[config.mk]
export PLATFORM = sky130hd
export DESIGN_NAME = amo_addstore_unit
export DESIGN_NICKNAME = d
export VERILOG_FILES = /design/src/rtl/amo_pkg.sv /design/src/rtl/amo_align_chk.sv /design/src/rtl/amo_wrap_adder.sv /design/src/rtl/amo_seq_ctrl.sv /design/src/rtl/amo_addstore_unit.sv
export SDC_FILE = /design/constraint.sdc
export NUM_CORES = 1
export LEC_CHECK = 0
export BUFFER_PORTS_ARGS = -buffer_cell sky130_fd_sc_hd__buf_4
export CELL_PAD_IN_SITES_DETAIL_PLACEMENT = 1
export CELL_PAD_IN_SITES_GLOBAL_PLACEMENT = 1
export CORE_ASPECT_RATIO = 0.6
export CORE_MARGIN = 3
export CORE_UTILIZATION = 37
export DETAILED_ROUTE_END_ITERATION = 16
export MAX_ROUTING_LAYER = met4
export PLACE_DENSITY_LB_ADDON = 0.1
export SETUP_SLACK_MARGIN = 0.2
export SYNTH_ARGS = -nofsm -noshare
export SYNTH_HDL_FRONTEND = slang
export SYNTH_SLANG_ARGS = --single-unit
[constraint.sdc]
create_clock -name clk -period 6.1 [get_ports clk]
set_input_delay 0.61 -clock clk [delete_from_list [all_inputs] [get_ports clk]]
set_output_delay 0.61 -clock clk [all_outputs]
set_load 0.02 [all_outputs]
[src/rtl/amo_pkg.sv]
package amo_pkg;
  // One-hot sequencer state: each control output is a single flop bit.
  typedef enum logic [4:0] {
    ST_IDLE  = 5'b00001,
    ST_FAULT = 5'b00010,
    ST_READ  = 5'b00100,
    ST_WRITE = 5'b01000,
    ST_DONE  = 5'b10000
  } amo_state_e;
endpackage

[src/rtl/amo_align_chk.sv]
module amo_align_chk #(
  parameter int DW = 64
) (
  input  logic [$clog2(DW/8)-1:0] addr_lo,
  input  logic                    dword,
  output logic                    misaligned
);
  localparam int DLSB = $clog2(DW/8);   // doubleword offset bits
  localparam int WLSB = $clog2(DW/16);  // word offset bits

  logic word_bad, dword_bad;
  assign word_bad   = |addr_lo[WLSB-1:0];
  assign dword_bad  = |addr_lo[DLSB-1:0];
  assign misaligned = dword ? dword_bad : word_bad;
endmodule

[src/rtl/amo_wrap_adder.sv]
module amo_wrap_adder #(
  parameter int DW = 64
) (
  input  logic [DW-1:0] old_val,
  input  logic [DW-1:0] addend,
  input  logic          dword,
  output logic [DW-1:0] sum
);
  localparam int HW = DW / 2;

  logic [HW:0]   lo_sum;
  logic [HW-1:0] hi_sum;

  // Low lane always used; the carry into the high lane only counts in
  // doubleword mode, and the high lane is forced to zero for words.
  assign lo_sum = {1'b0, old_val[HW-1:0]} + {1'b0, addend[HW-1:0]};
  assign hi_sum = old_val[DW-1:HW] + addend[DW-1:HW] + {{(HW-1){1'b0}}, lo_sum[HW]};
  assign sum    = {(dword ? hi_sum : {HW{1'b0}}), lo_sum[HW-1:0]};
endmodule

[src/rtl/amo_seq_ctrl.sv]
module amo_seq_ctrl
  import amo_pkg::*;
(
  input  logic clk,
  input  logic rst,
  input  logic cmd_valid,
  input  logic misaligned,
  input  logic rd_ack,
  input  logic wr_ack,
  output logic cmd_ready,
  output logic take_cmd,
  output logic take_sum,
  output logic rd_req,
  output logic wr_req,
  output logic lock,
  output logic done,
  output logic fault
);
  amo_state_e state_q, state_d;

  always_comb begin
    state_d = state_q;
    unique case (state_q)
      ST_IDLE:  if (cmd_valid) state_d = misaligned ? ST_FAULT : ST_READ;
      ST_FAULT: state_d = ST_IDLE;
      ST_READ:  if (rd_ack) state_d = ST_WRITE;
      ST_WRITE: if (wr_ack) state_d = ST_DONE;
      ST_DONE:  state_d = ST_IDLE;
      default:  state_d = ST_IDLE;
    endcase
  end

  always_ff @(posedge clk) begin
    if (rst) state_q <= ST_IDLE;
    else     state_q <= state_d;
  end

  assign cmd_ready = state_q[0];
  assign fault     = state_q[1];
  assign rd_req    = state_q[2];
  assign wr_req    = state_q[3];
  assign done      = state_q[4];
  assign lock      = state_q[2] | state_q[3];
  assign take_cmd  = state_q[0] & cmd_valid;
  assign take_sum  = state_q[2] & rd_ack;
endmodule

[src/rtl/amo_addstore_unit.sv]
module amo_addstore_unit #(
  parameter int AW = 32,
  parameter int DW = 64
) (
  input  logic          clk,
  input  logic          rst,
  input  logic          cmd_valid,
  output logic          cmd_ready,
  input  logic [AW-1:0] cmd_addr,
  input  logic [DW-1:0] cmd_addend,
  input  logic          cmd_dword,
  output logic          mem_rd_req,
  output logic [AW-1:0] mem_rd_addr,
  output logic          mem_rd_size,
  input  logic          mem_rd_ack,
  input  logic [DW-1:0] mem_rd_data,
  output logic          mem_wr_req,
  output logic [AW-1:0] mem_wr_addr,
  output logic          mem_wr_size,
  output logic [DW-1:0] mem_wr_data,
  input  logic          mem_wr_ack,
  output logic          mem_lock,
  output logic          done,
  output logic          fault
);
  localparam int OFS = $clog2(DW/8);

  logic          misaligned, take_cmd, take_sum;
  logic [AW-1:0] addr_q;
  logic [DW-1:0] addend_q, sum_d, sum_q;
  logic          dword_q;

  amo_align_chk #(.DW(DW)) u_align (
    .addr_lo    (cmd_addr[OFS-1:0]),
    .dword      (cmd_dword),
    .misaligned (misaligned)
  );

  amo_seq_ctrl u_ctrl (
    .clk        (clk),
    .rst        (rst),
    .cmd_valid  (cmd_valid),
    .misaligned (misaligned),
    .rd_ack     (mem_rd_ack),
    .wr_ack     (mem_wr_ack),
    .cmd_ready  (cmd_ready),
    .take_cmd   (take_cmd),
    .take_sum   (take_sum),
    .rd_req     (mem_rd_req),
    .wr_req     (mem_wr_req),
    .lock       (mem_lock),
    .done       (done),
    .fault      (fault)
  );

  amo_wrap_adder #(.DW(DW)) u_add (
    .old_val (mem_rd_data),
    .addend  (addend_q),
    .dword   (dword_q),
    .sum     (sum_d)
  );

  always_ff @(posedge clk) begin
    if (rst) begin
      addr_q   <= '0;
      addend_q <= '0;
      dword_q  <= 1'b0;
      sum_q    <= '0;
    end else begin
      if (take_cmd) begin
        addr_q   <= cmd_addr;
        addend_q <= cmd_addend;
        dword_q  <= cmd_dword;
      end
      if (take_sum) sum_q <= sum_d;
    end
  end

  assign mem_rd_addr = addr_q;
  assign mem_wr_addr = addr_q;
  assign mem_rd_size = dword_q;
  assign mem_wr_size = dword_q;
  assign mem_wr_data = sum_q;
endmodule

# Word level (Yosys, flattened, before mapping)

Cells that the tools add are included.

Eq/ne operators: 6
Bitwise gates (word level): 3
Add/subtract/negate cells: 3
Mux-type cells: 7
Reductions and logical operators: 3

Operators by type and width:

| operator           | count |
|---|---|
| $add 32x32->33     | 1 |
| $add 32x1->32      | 1 |
| $add 32x32->32     | 1 |
| $mux 32            | 1 |
| $mux 5             | 3 |
| $pmux 5 s3         | 1 |
| $ne 2x2->1 const B | 3 |
| $eq 5x1->1 const B | 1 |
| $eq 5x3->1 const B | 1 |
| $eq 5x4->1 const B | 1 |
| $mux 3             | 1 |
| $reduce_and 3->1   | 1 |
| $reduce_or 3->1    | 1 |
| $and 1x1->1        | 2 |
| $reduce_or 2->1    | 1 |
| $mux 1             | 1 |
| $or 1x1->1         | 1 |

Output and inout bits: 136
Input port bits: 166
Flip-flop bits (word level): 166

# Depth between registers and ports, before layout

Word-level depth: 5
Mapped depth: 21
Depth with buffers taken out: 21

# Cells and area by module

From an unflattened synthesis, not the netlist that was laid out.

Cells, all modules: 1,099
Area total of the unflattened synthesis: 9,791.9 sq um

By module, submodules not included:

| module            | seq. area each (sq um) | instances | area an instance (sq um) | cells an instance |
|---|---|---|---|---|
| amo_addstore_unit | 3,223.1                | 1         | 5,931.9                  | 552 |
| amo_wrap_adder    | 0.0                    | 1         | 3,616.0                  | 521 |
| amo_seq_ctrl      | 100.1                  | 1         | 235.2                    | 25 |
| amo_align_chk     | 0.0                    | 1         | 8.8                      | 1 |

# Worst setup path after synthesis

OpenSTA, ideal clock, no wires.

Kind: input-to-reg
From: input port mem_rd_data[0]
To: register sum_q[60] (netlist: mem_wr_data[60])
Arrival time: 4.849 ns
Required time: 5.976 ns
Path slack: 1.127 ns
Stages on the path: 21
Cells stage by stage: ha_1 -> fa_1 -> a211oi_1 -> nor2_1 -> o211ai_1 -> a21o_1 -> a211oi_1 -> nor4_1 -> o21ai_0 -> a21o_1 -> fa_1 -> fa_1 -> a211oi_2 -> nor4_1 -> or2_4 -> o41ai_4 -> a2111oi_2 -> nor3_2 -> a31oi_2 -> xnor2_1 -> o21ai_1

Word-level cells in the longest chain between the ends: 3

Ends and longest elaborated chain:

| element                | RTL line                | text |
|---|---|---|
| start: declaration     | amo_addstore_unit.sv:16 | `input logic [DW-1:0] mem_rd_data,` |
| $add 32x32->33         | amo_wrap_adder.sv:16    | `assign lo_sum = {1'b0, old_val[HW-1:0]} + {1'b0, addend[HW-1:0]};` |
| $add 32x1->32          | amo_wrap_adder.sv:17    | `assign hi_sum = old_val[DW-1:HW] + addend[DW-1:HW] + {{(HW-1){1'b0}}, lo_sum[HW]};` |
| $mux 32                | amo_wrap_adder.sv:18    | `assign sum = {(dword ? hi_sum : {HW{1'b0}}), lo_sum[HW-1:0]};` |
| end signal: assignment | amo_addstore_unit.sv:75 | `if (take_sum) sum_q <= sum_d;` |
| end: declaration       | amo_addstore_unit.sv:30 | `logic [DW-1:0] addend_q, sum_d, sum_q;` |

Every way passes these cells.
A chain may end at the register's enable or synchronous reset.

# Worst setup path in the final report

From: register addend_q[0]
To: register sum_q[62] (netlist: mem_wr_data[62])

Word-level cells in the longest chain between the ends: 3

Ends and longest elaborated chain:

| element                  | RTL line                | text |
|---|---|---|
| start: declaration       | amo_addstore_unit.sv:30 |  |
| start signal: assignment | amo_addstore_unit.sv:72 | `addend_q <= cmd_addend;` |
| $add 32x32->33           | amo_wrap_adder.sv:16    |  |
| $add 32x1->32            | amo_wrap_adder.sv:17    |  |
| $mux 32                  | amo_wrap_adder.sv:18    |  |

Every way passes these cells.

==> qor.txt <==
initial antenna violation count: 1
First-pass DRT Iterations: 5
Final Hold Viols: 0
max-cap violations: 0
NumNets Final: 1641
gp weighted congestion: 0.902
clock latency on the worst-skew pair: 0.45 ns
total track usage: 25.3%
cells after synthesis: 1183
Comb pwr share: 22.3%
period utilization: 91.0%
clk sinks: 166
Clk pwr share: 38.7%
crit path kind: register to register
critical-path maximum fanout: 5
Rel. slew slack: 27.1%
most frequent cell after synthesis: nand2_1
Syn Nets: 1414
P_int: 0.00207 W
largest net degree at the start of global routing: 81
crit-path cells: ha_1 -> fa_1 -> a211oi_1 -> nor2_1 -> o211ai_1 -> a21o_1 -> a211oi_1 -> nor4_1 -> o21ai_0 -> a21o_1 -> fa_1 -> fa_1 -> a211oi_2 -> nor4_1 -> or2_4 -> o41ai_4 -> a2111oi_2 -> nor3_2 -> o21ai_1 -> xnor2_1 -> o21ai_1
Clock Tree Root: clkbuf_16
Yosys Warn Count: 0
I/O pins: 302
Yosys top cell area share: 35.7%
Post-CTS Setup Bufs: 0
top cells by count, synth: nand2_1 (281), a21oi_1 (177), dfxtp_1 (166)
first-pass GRT wire length: 52400 um
leading area contributor after synthesis: dfxtp_1
ys flop type: dfxtp_1
Placed Cells: 1713
top cells by area, synth: dfxtp_1 (36%), nand2_1 (11%), a21oi_1 (9.5%)
CTS buffer count: 17
Worst Setup End Kind: register
CTS H-tree depth: 4
outcome: complete, no violations
design area: 0.0121 sq mm
critical path data required time: 6.41 ns
RSZ-0062 raised after global routing: false
Die ar.: 0.0271 sq mm
Hold Crit Class: input port to register
Setup Skew: 0.0124 ns
sequential cell area fraction in the yosys report: 35.7%
Post-Layout Cell Count: 1746
Synth Area per Inst: 7.86 sq um
final setup violation count: 0
CTS resizes: 0
critical path's largest stage delay: 0.46 ns
hold path startpoint: cmd_addend[60]
NetSw: 0.000917 W
CTS tree: yes
Syn Std Cell Area: 0.00930 sq mm
Buf/Inv on CP: 0
EDFF count, synth: 0
FF-to-FF Start: addend_q[0]$_SDFFE_PP0P_
Cell variety after synth: 71
Design Power: 0.00299 W
Clock transition at path regs: 0.07 ns
Final Critical Period: 5.55 ns
register share of total power: 39.0%
critical path's slowest cell: o41ai_4
via/cell ratio: 5.27
Worst Max-Slew Pin Slew: 1.09 ns
number of port buffers: 301
synth-to-layout area growth: 29.9%
wire per inst: 19.4 um
Max Clk Rate: 180 MHz
vias in the first global route: 9125
CP Launch Type: register
Post-route DRC: 0
delay-heaviest family, CP: compound AO/OA/AOI/OAI gates
Iteration-0 DRC Markers: 582
layout cells sized above 1: 25.7%
core area: 0.0244 sq mm
worst vdd ir: 0.161 mV
Die Y: 129 um
Worst EP arrival: 5.86 ns
max-slew violations: 0
Crit. Startpoint: addend_q[0]$_SDFFE_PP0P_
Via Count: 9193
CTS Hold Bufs: 0
Yosys reg bits: 166
dpl hpwl: 25800 um
final hold slack: 0.403 ns
Net Sw Frac: 30.7%
Starting Density: 38.0%
Post-synth ARST share: 0%
Die X: 211 um
pwr dens: 247 mW/mm^2
GRT overflow: 0
Leak: 5.49 nW
CP dominant cell by count: fa_1
routed wire length: 34000 um
clk buf depth: 2
row count: 44
post-route antenna net violation count: 0
post-route setup TNS: 0 ns
post-placement cell area: 0.0115 sq mm
kinds of logic after synthesis:
logic type	synth area share, %
muxes	0.215
xor gates and xnor gates	5.28
buffers and inverters	6.61
adders and majority gates	8.99
DFF	35.7
and+or+nand+nor	18.9
AOI/OAI and AO/OA	24.3
power groups by stage:
| stage | Clock [W] | Sequential, W | Combinational (W) |
|---|---|---|---|
| 2_1_floorplan | 0 | 0.00120 | 0.000412 |
| 3_3_place_gp | 0 | 0.00119 | 0.000646 |
| 3_5_place_dp | 0 | 0.00119 | 0.000656 |
| 4_1_cts | 0.00118 | 0.00117 | 0.000663 |
| 5_1_grt | 0.00123 | 0.00117 | 0.000729 |
| 6_report | 0.00116 | 0.00116 | 0.000665 |
worst paths after layout:
path / cells past startpoint / endpoint / slack [ns]
worst max register to register: 21 / mem_wr_data[62]$_SDFFE_PP0P_ / 0.55
worst min-delay path: 3 / addend_q[60]$_SDFFE_PP0P_ / 0.40
worst max-delay path: 21 / mem_wr_data[62]$_SDFFE_PP0P_ / 0.55
worst min register to register: 2 / mem_wr_data[56]$_SDFFE_PP0P_ / 0.45
registers in the layout (all words and copies together), names as in the netlist:
signal and cells:
mem_wr_data 64, addend_q 64, mem_rd_addr 32, mem_rd_size 1, u_ctrl.state_q 5
layer usage:
layer | share of wire, % | global-route usage, %
met1 | 50 | 36.4
met4 | 0.93 | 5.39
met5 | 0 | -
met2 | 43 | 36.1
met3 | 5.9 | 5.80
through the flow:
step / utilization, % / setup WS, ns
floorplan: - / 1.13
global placement: 46.9 / 0.412
detailed placement: 46.9 / 0.250
CTS: 49.4 / 0.565
global route: 49.4 / 0.224
finish: 49.4 / 0.549
worst reg2reg max path: stages (launching register included):
cell and delay (ns):
dfxtp_1 0.31, ha_1 0.22, fa_1 0.44, a211oi_1 0.27, nor2_1 0.15, o211ai_1 0.25, a21o_1 0.20, a211oi_1 0.13
nor4_1 0.27, o21ai_0 0.14, a21o_1 0.20, fa_1 0.41, fa_1 0.45, a211oi_2 0.25, nor4_1 0.09, or2_4 0.28
o41ai_4 0.46, a2111oi_2 0.15, nor3_2 0.33, o21ai_1 0.15, xnor2_1 0.18, o21ai_1 0.07
placed cells by master (no fill, tap or decap), types with 18 or more instances in the layout:
cell type and count:
buf_4 307, nand2_1 280, a21oi_1 177, dfxtp_1 166
ha_1 62, nor2_1 55, o21ai_0 41, a21o_1 36
xnor2_1 36, xor2_1 20, nand3_1 18
final cells by class:
cell class | instances | area (sq um)
Clock buffer | 18 | 439
Sequential cell | 166 | 3320
Timing Repair Buffer | 307 | 2300
Multi-Input combinational cell | 903 | 5370
Tap cell | 322 | 403
Fill cell | 3012 | 12400
Antenna cell | 1 | 2.50
Clock inverter | 14 | 174
Inverter | 15 | 56.3
Power figures use the tool's default switching activity.
